===== src/rtl/cfgdec_pkg.sv =====
package cfgdec_pkg;

    typedef enum logic [1:0] {
        SEL_CAP     = 2'd0,
        SEL_CTRL    = 2'd1,
        SEL_BASE_LO = 2'd2,
        SEL_BASE_HI = 2'd3
    } reg_sel_e;

    typedef enum logic {
        ST_IDLE = 1'b0,
        ST_RESP = 1'b1
    } fsm_e;

    localparam int CTRL_EN_BIT = 0;
    localparam int SIZE_LSB    = 16;
    localparam int SIZE_W      = 5;

    typedef struct packed {
        logic disabled;
        logic beyond_last;
        logic fn_on_root;
        logic link_down;
    } reject_t;

endpackage


===== src/rtl/cfgdec_regs.sv =====
module cfgdec_regs
    import cfgdec_pkg::*;
#(
    parameter int               REG_W       = 32,
    parameter logic [SIZE_W-1:0] SIZE_RST   = 5'd12,
    parameter bit               CAP_PRESENT = 1'b1
) (
    input  logic                 clk,
    input  logic                 rst_n,
    input  logic                 we,
    input  reg_sel_e             sel,
    input  logic [REG_W-1:0]     wdata,
    output logic [REG_W-1:0]     rdata,
    output logic                 en,
    output logic [SIZE_W-1:0]    size,
    output logic [2*REG_W-1:0]   base
);

    logic [REG_W-1:0] half_q [2];

    always_ff @(posedge clk or negedge rst_n) begin
        if (!rst_n) begin
            en   <= 1'b0;
            size <= SIZE_RST;
        end else if (we && sel == SEL_CTRL) begin
            en   <= wdata[CTRL_EN_BIT];
            size <= wdata[SIZE_LSB +: SIZE_W];
        end
    end

    for (genvar h = 0; h < 2; h++) begin : g_base
        always_ff @(posedge clk or negedge rst_n) begin
            if (!rst_n) begin
                half_q[h] <= '0;
            end else if (we && sel == reg_sel_e'(2'(SEL_BASE_LO) + 2'(h))) begin
                half_q[h] <= wdata;
            end
        end
    end

    assign base = {half_q[1], half_q[0]};

    always_comb begin
        rdata = '0;
        unique case (sel)
            SEL_CAP:     rdata[0] = CAP_PRESENT;
            SEL_CTRL: begin
                rdata[CTRL_EN_BIT]          = en;
                rdata[SIZE_LSB +: SIZE_W]   = size;
            end
            SEL_BASE_LO: rdata = half_q[0];
            SEL_BASE_HI: rdata = half_q[1];
            default:     rdata = '0;
        endcase
    end

endmodule


===== src/rtl/cfgdec_screen.sv =====
module cfgdec_screen
    import cfgdec_pkg::*;
#(
    parameter int BUS_W    = 8,
    parameter int DEVFN_W  = 8,
    parameter int OFF_W    = 12,
    parameter int ADDR_W   = 64,
    parameter int ROOT_BUS = 0
) (
    input  logic                en,
    input  logic [SIZE_W-1:0]   size,
    input  logic [ADDR_W-1:0]   base,
    input  logic                link_up,
    input  logic [BUS_W-1:0]    bus,
    input  logic [DEVFN_W-1:0]  devfn,
    input  logic [OFF_W-1:0]    off,
    output reject_t             why,
    output logic                ok,
    output logic [ADDR_W-1:0]   addr
);

    localparam int WIN_W = BUS_W + DEVFN_W + OFF_W;
    localparam int CMP_W = (BUS_W > SIZE_W) ? BUS_W : SIZE_W;
    localparam logic [BUS_W-1:0] ROOT = BUS_W'(ROOT_BUS);

    logic [WIN_W-1:0] win;

    always_comb begin
        why.disabled    = !en;
        why.beyond_last = CMP_W'(bus) > CMP_W'(size);
        why.fn_on_root  = (bus == ROOT) && (devfn != '0);
        why.link_down   = (bus != ROOT) && !link_up;
        ok              = !(|why);
        // bus lands at bit OFF_W+DEVFN_W, devfn at bit OFF_W
        win             = {bus, devfn, off};
        addr            = base + ADDR_W'(win);
    end

endmodule


===== src/rtl/cfgdec_top.sv =====
module cfgdec_top
    import cfgdec_pkg::*;
#(
    parameter int               REG_W       = 32,
    parameter int               BUS_W       = 8,
    parameter int               DEVFN_W     = 8,
    parameter int               OFF_W       = 12,
    parameter int               ROOT_BUS    = 0,
    parameter logic [SIZE_W-1:0] SIZE_RST   = 5'd12,
    parameter bit               CAP_PRESENT = 1'b1
) (
    input  logic               clk,
    input  logic               rst_n,
    input  logic               reg_we,
    input  logic [1:0]         reg_sel,
    input  logic [REG_W-1:0]   reg_wdata,
    output logic [REG_W-1:0]   reg_rdata,
    input  logic               link_up,
    input  logic               req_valid,
    output logic               req_ready,
    input  logic [BUS_W-1:0]   req_bus,
    input  logic [DEVFN_W-1:0] req_devfn,
    input  logic [OFF_W-1:0]   req_off,
    input  logic [REG_W-1:0]   mem_rdata,
    output logic               rsp_valid,
    output logic               rsp_ok,
    output logic [2*REG_W-1:0] rsp_addr,
    output logic [REG_W-1:0]   rsp_rdata
);

    localparam int ADDR_W = 2 * REG_W;

    fsm_e                state_q, state_d;
    logic                ctl_en;
    logic [SIZE_W-1:0]   ctl_size;
    logic [ADDR_W-1:0]   win_base;
    reject_t             scr_why;
    logic                scr_ok;
    logic [ADDR_W-1:0]   scr_addr;
    logic                take;
    logic                ok_q;
    logic [ADDR_W-1:0]   addr_q;

    cfgdec_regs #(
        .REG_W       (REG_W),
        .SIZE_RST    (SIZE_RST),
        .CAP_PRESENT (CAP_PRESENT)
    ) u_regs (
        .clk   (clk),
        .rst_n (rst_n),
        .we    (reg_we),
        .sel   (reg_sel_e'(reg_sel)),
        .wdata (reg_wdata),
        .rdata (reg_rdata),
        .en    (ctl_en),
        .size  (ctl_size),
        .base  (win_base)
    );

    cfgdec_screen #(
        .BUS_W    (BUS_W),
        .DEVFN_W  (DEVFN_W),
        .OFF_W    (OFF_W),
        .ADDR_W   (ADDR_W),
        .ROOT_BUS (ROOT_BUS)
    ) u_screen (
        .en      (ctl_en),
        .size    (ctl_size),
        .base    (win_base),
        .link_up (link_up),
        .bus     (req_bus),
        .devfn   (req_devfn),
        .off     (req_off),
        .why     (scr_why),
        .ok      (scr_ok),
        .addr    (scr_addr)
    );

    // next-state: take in IDLE, retire from RESP
    always_comb begin
        state_d = state_q;
        take    = 1'b0;
        unique case (state_q)
            ST_IDLE: begin
                if (req_valid) begin
                    take    = 1'b1;
                    state_d = ST_RESP;
                end
            end
            ST_RESP: state_d = ST_IDLE;
            default: state_d = ST_IDLE;
        endcase
    end

    always_ff @(posedge clk or negedge rst_n) begin
        if (!rst_n) begin
            state_q <= ST_IDLE;
        end else begin
            state_q <= state_d;
        end
    end

    // verdict capture; the reject cause is folded into ok
    always_ff @(posedge clk or negedge rst_n) begin
        if (!rst_n) begin
            ok_q   <= 1'b0;
            addr_q <= '0;
        end else if (take) begin
            ok_q   <= scr_ok;
            addr_q <= scr_ok ? scr_addr : '0;
        end
    end

    always_comb begin
        req_ready = (state_q == ST_IDLE);
        rsp_valid = (state_q == ST_RESP);
        rsp_ok    = ok_q;
        rsp_addr  = addr_q;
        rsp_rdata = ok_q ? mem_rdata : '1;
    end

endmodule


===== config.mk =====
export PLATFORM = sky130hd
export DESIGN_NAME = cfgdec_top
export DESIGN_NICKNAME = d
export VERILOG_FILES = /design/src/rtl/cfgdec_pkg.sv /design/src/rtl/cfgdec_regs.sv /design/src/rtl/cfgdec_screen.sv /design/src/rtl/cfgdec_top.sv
export SDC_FILE = /design/constraint.sdc
export NUM_CORES = 1
export LEC_CHECK = 0
export ABC_AREA = 1
export ABC_CLOCK_PERIOD_IN_PS = 3050
export BUFFER_PORTS_ARGS = -buffer_cell sky130_fd_sc_hd__buf_2
export CORE_ASPECT_RATIO = 1.25
export CORE_UTILIZATION = 29
export CTS_CLUSTER_DIAMETER = 50
export DETAILED_ROUTE_END_ITERATION = 7
export GPL_ROUTABILITY_DRIVEN = 1
export PLACE_DENSITY = 0.56
export RECOVER_POWER = 50
export SLEW_MARGIN = 25
export SYNTH_ARGS = -nofsm -noshare
export SYNTH_HDL_FRONTEND = slang
export SYNTH_SLANG_ARGS = --single-unit
export TNS_END_PERCENT = 10

===== constraint.sdc =====
create_clock -name clk -period 3.05 [get_ports clk]
set_clock_uncertainty 0.2 [all_clocks]
set_input_delay 0.4575 -clock clk [delete_from_list [all_inputs] [get_ports clk]]
set_output_delay 0.4575 -clock clk [all_outputs]
set_load 0.03 [all_outputs]

==> impl_metrics.csv <==
group,metric,value,unit
status,status,"finished, violations left",
status,violations,"design-rule violations, max-capacitance violations, max-slew violations",
cells_and_area,drive_gt1_share,19.49,%
critical_path,cpMaxStageDelayCell,"nor2_1",
logic_synthesis,synth_area_leader_cell,"dfrtp_1",
critical_path,rr_worst_depth,15,
logic_synthesis,async_flop_share,100.0,%
logic_synthesis,syn_nets,1652,
floorplanning,die_area,34310,sq um
drt,dr_total_vias,10595,
logic_synthesis,synth.cell_area,9734,sq um
floorplanning,start_util,29.62,%
clocking,cts_resized,0,
cells_and_area,final_cell_mix,"nand2_1 (560), inv_1 (236), buf_2 (212)",
critical_path,path_buf_inv,4,
critical_path,crit_type,"in -> out",
critical_path,slowest_delay,510,ps
critical_path,cp.required,2390,ps
drt,post-route-drc-count,16,
clocking,path_clk_slew,60,ps
cells_and_area,mostFrequentLayoutCell,"nand2_1",
cells_and_area,diodes,0,
grt,grt_max_degree,65,
floorplanning,top_level_ports,230,
logic_synthesis,syn_area_per_cell,6.408,sq um
cells_and_area,syn_to_final_growth,23.51,%
drt,drt_wl_total,43390,um
logic_synthesis,ys_types,42,
timing,hold_ws,82.15,ps
logic_synthesis,ys.flop_type,"dfrtp_1",
critical_path,cp.depth,7,
timing,final-hold-violation-count,0,
critical_path,cp.arrival,2130,ps
timing,finalSetupViolations,0,
critical_path,worstPathMaxFanout,18,
clocking,cts_tree,"done",
timing,finalCritPeriodShare,91.45,%
cells_and_area,seq_area,3406,sq um
floorplanning,core_area,32870,sq um
timing,setup-tns-final,0,ps
cells_and_area,fill_cells,3670,
clocking,htreeDepth,4,
grt,grt_pass1_wl,64460,um
floorplanning,rows,74,
power_and_ir_drop,p_leak,6.592,nW
logic_synthesis,synth_seq_cells,136,
cells_and_area,fin_nets,1885,
place,hpwl,35490,um
clocking,clock-root-buffer,"clkbuf_16",
timing,fmax,358.5,MHz
floorplanning,fp.dieW,165.9,um
power_and_ir_drop,irDropWorstVdd,0.2728,mV
grt,antenna_found_initial,1,
logic_synthesis,seq_area_frac_synth,34.99,%
critical_path,cp-end-kind,"output port",
critical_path,startpoint_type,"primary input",
timing,slew_violations,53,
critical_path,regToRegSetupSlack,290,ps
floorplanning,die_y,206.8,um
logic_synthesis,synth_edf_count,0,
critical_path,crit_top_cell,"buf_2",
critical_path,cp_cell_sequence,"buf_2 > inv_1 > nor2_1 > buf_4 > nand2_1 > o21ai_0 > buf_2",
cells_and_area,multiInputGateArea,5256,sq um
place,portBuffers,229,
logic_synthesis,syn_inst,1519,
critical_path,path_delay_family,"buffers and inverters",
power_and_ir_drop,power_density,522.5,nW/um^2
min_path,holdPathStages,3,
drt,viasPerCell,4.853,
timing,tightest_slew,1643,ps
grt,grt_usage,25.68,%
clocking,clockBufferDepth,2,
logic_synthesis,ys.warnings.count,0,
drt,ant_nets,0,
timing,slew_headroom,-9.550,%
min_path,hold_class,"in -> reg",
drt,drt_pass1_iterations,7,
drt,wl_per_cell,19.88,um
place,place.gp.congestion,0.9393,
drt,drtIter0Drc,837,
job,maxCapViolations,1,
timing,period_minus_slack,2789,ps
grt,gr-total-overflow,0,
clocking,cts_buffers,17,
logic_synthesis,netlist.area_leader.share,34.45,%
clocking,cts_sinks,136,
timing,rsz0062_at_grt,"false",
grt,first_global_vias,10557,
clocking,insertion_delay,440,ps
logic_synthesis,synth_area_leaders,"dfrtp_1 (34%), nand2_1 (22%), inv_1 (9.1%)",
flip-flops by register name (all words and copies together) (netlist names):
signal       cells
rsp_addr        64
u_regs.base     64
u_regs.size      5
rsp_ok           1
rsp_valid        1
u_regs.en        1
what timing repair did:
item / CTS / global route
endpoints found under the setup margin: 0 / 0
hold endpoints to repair: 52 / 0
buffers inserted: 0 / 0
hold buffers: 1 / 0
tightest hold or removal path: stages:
cell,delay (ps)
buf_2,90
inv_1,70
o21ai_0,90
synth_stat cells (2+ instances only):
| cell type | count |
|---|---|
| nor2_1 | 94 |
| a21boi_0 | 2 |
| xnor2_1 | 14 |
| buf_2 | 7 |
| dfrtp_1 | 134 |
| ha_1 | 33 |
| nand4_1 | 24 |
| inv_1 | 236 |
| o22ai_1 | 2 |
| clkbuf_1 | 30 |
| or2_1 | 2 |
| nor2_2 | 8 |
| o21ai_0 | 121 |
| dfstp_2 | 2 |
| o211ai_1 | 5 |
| nand2_2 | 12 |
| or2_2 | 33 |
| nand3_1 | 111 |
| nand2_1 | 561 |
| o21ai_1 | 15 |
| a21oi_1 | 22 |
| inv_2 | 5 |
| nand3_2 | 6 |
| nor3_1 | 13 |
| buf_4 | 3 |
| and3_1 | 2 |
| nor3_2 | 7 |
power by group:
group | leakage (nW) | total (mW) | internal (mW) | switching, mW
combinational | 4.52 | 1.83 | 0.564 | 1.27
clock | 0.282 | 2.16 | 1.25 | 0.904
sequential | 1.79 | 2.29 | 1.96 | 0.329
total | 6.59 | 6.28 | 3.78 | 2.50
final cells by class:
| type | instances | area share (%) |
|---|---|---|
| clock inverters | 13 | 1.197 |
| well taps | 418 | 4.350 |
| repair buffers | 254 | 11.11 |
| inverters | 241 | 7.524 |
| clock buffers | 19 | 3.767 |
| multi-input cells | 1102 | 43.72 |
| flip-flops and latches | 136 | 28.33 |
final timing paths:
check / startpoint / endpoint
setup / recovery: reg_sel[1] / reg_rdata[9]
hold / removal: reg_wdata[19] / u_regs.size[3]
setup reg to reg: u_regs.base[0] / rsp_addr[60]
hold reg to reg: rsp_addr[53] / rsp_addr[53]
max in group asynchronous: rst_n / u_regs.size[2]
min in group asynchronous: rst_n / rsp_addr[15]
metal layers:
| metal | up-vias | global-route usage [%] | share of wire, % |
|---|---|---|---|
| li1 | 5206 | - | - |
| met1 | 4951 | 30.30 | 42 |
| met2 | 337 | 44.67 | 48 |
| met3 | 99 | 3.051 | 3.8 |
| met4 | 2 | 16.59 | 6.5 |
| met5 | - | 0 | 0.028 |
metrics by stage:
step           instance area (sq um)  power, mW  std cells  worst slack, ps  utilization, %
6_report                       12020      6.282       2183            260.7           36.58
5_1_grt                        12020      6.593       2183            122.8           36.58
4_1_cts                        12080      6.306       2183            330.3           36.74
3_5_place_dp                   11470      4.139       2150            161.0           34.90
3_3_place_gp                   11470      4.142       2150            212.0           34.90
2_1_floorplan                   9734      3.306       1519            557.3               -
kinds of logic (layout without fill, tap and decap cells):
group                    Yosys count  in the layout  share of synthesized area, %
adder cells (fa/ha/maj)           34             34                         4.447
buffers and inverters            281            527                         11.04
XOR/XNOR                          15             15                         1.350
AND/OR/NAND/NOR                  882            882                         38.96
flip-flops                       136            136                         34.99
AO/OA/AOI/OAI                    171            171                         9.216
No activity file was read; power rests on OpenSTA's default activity.
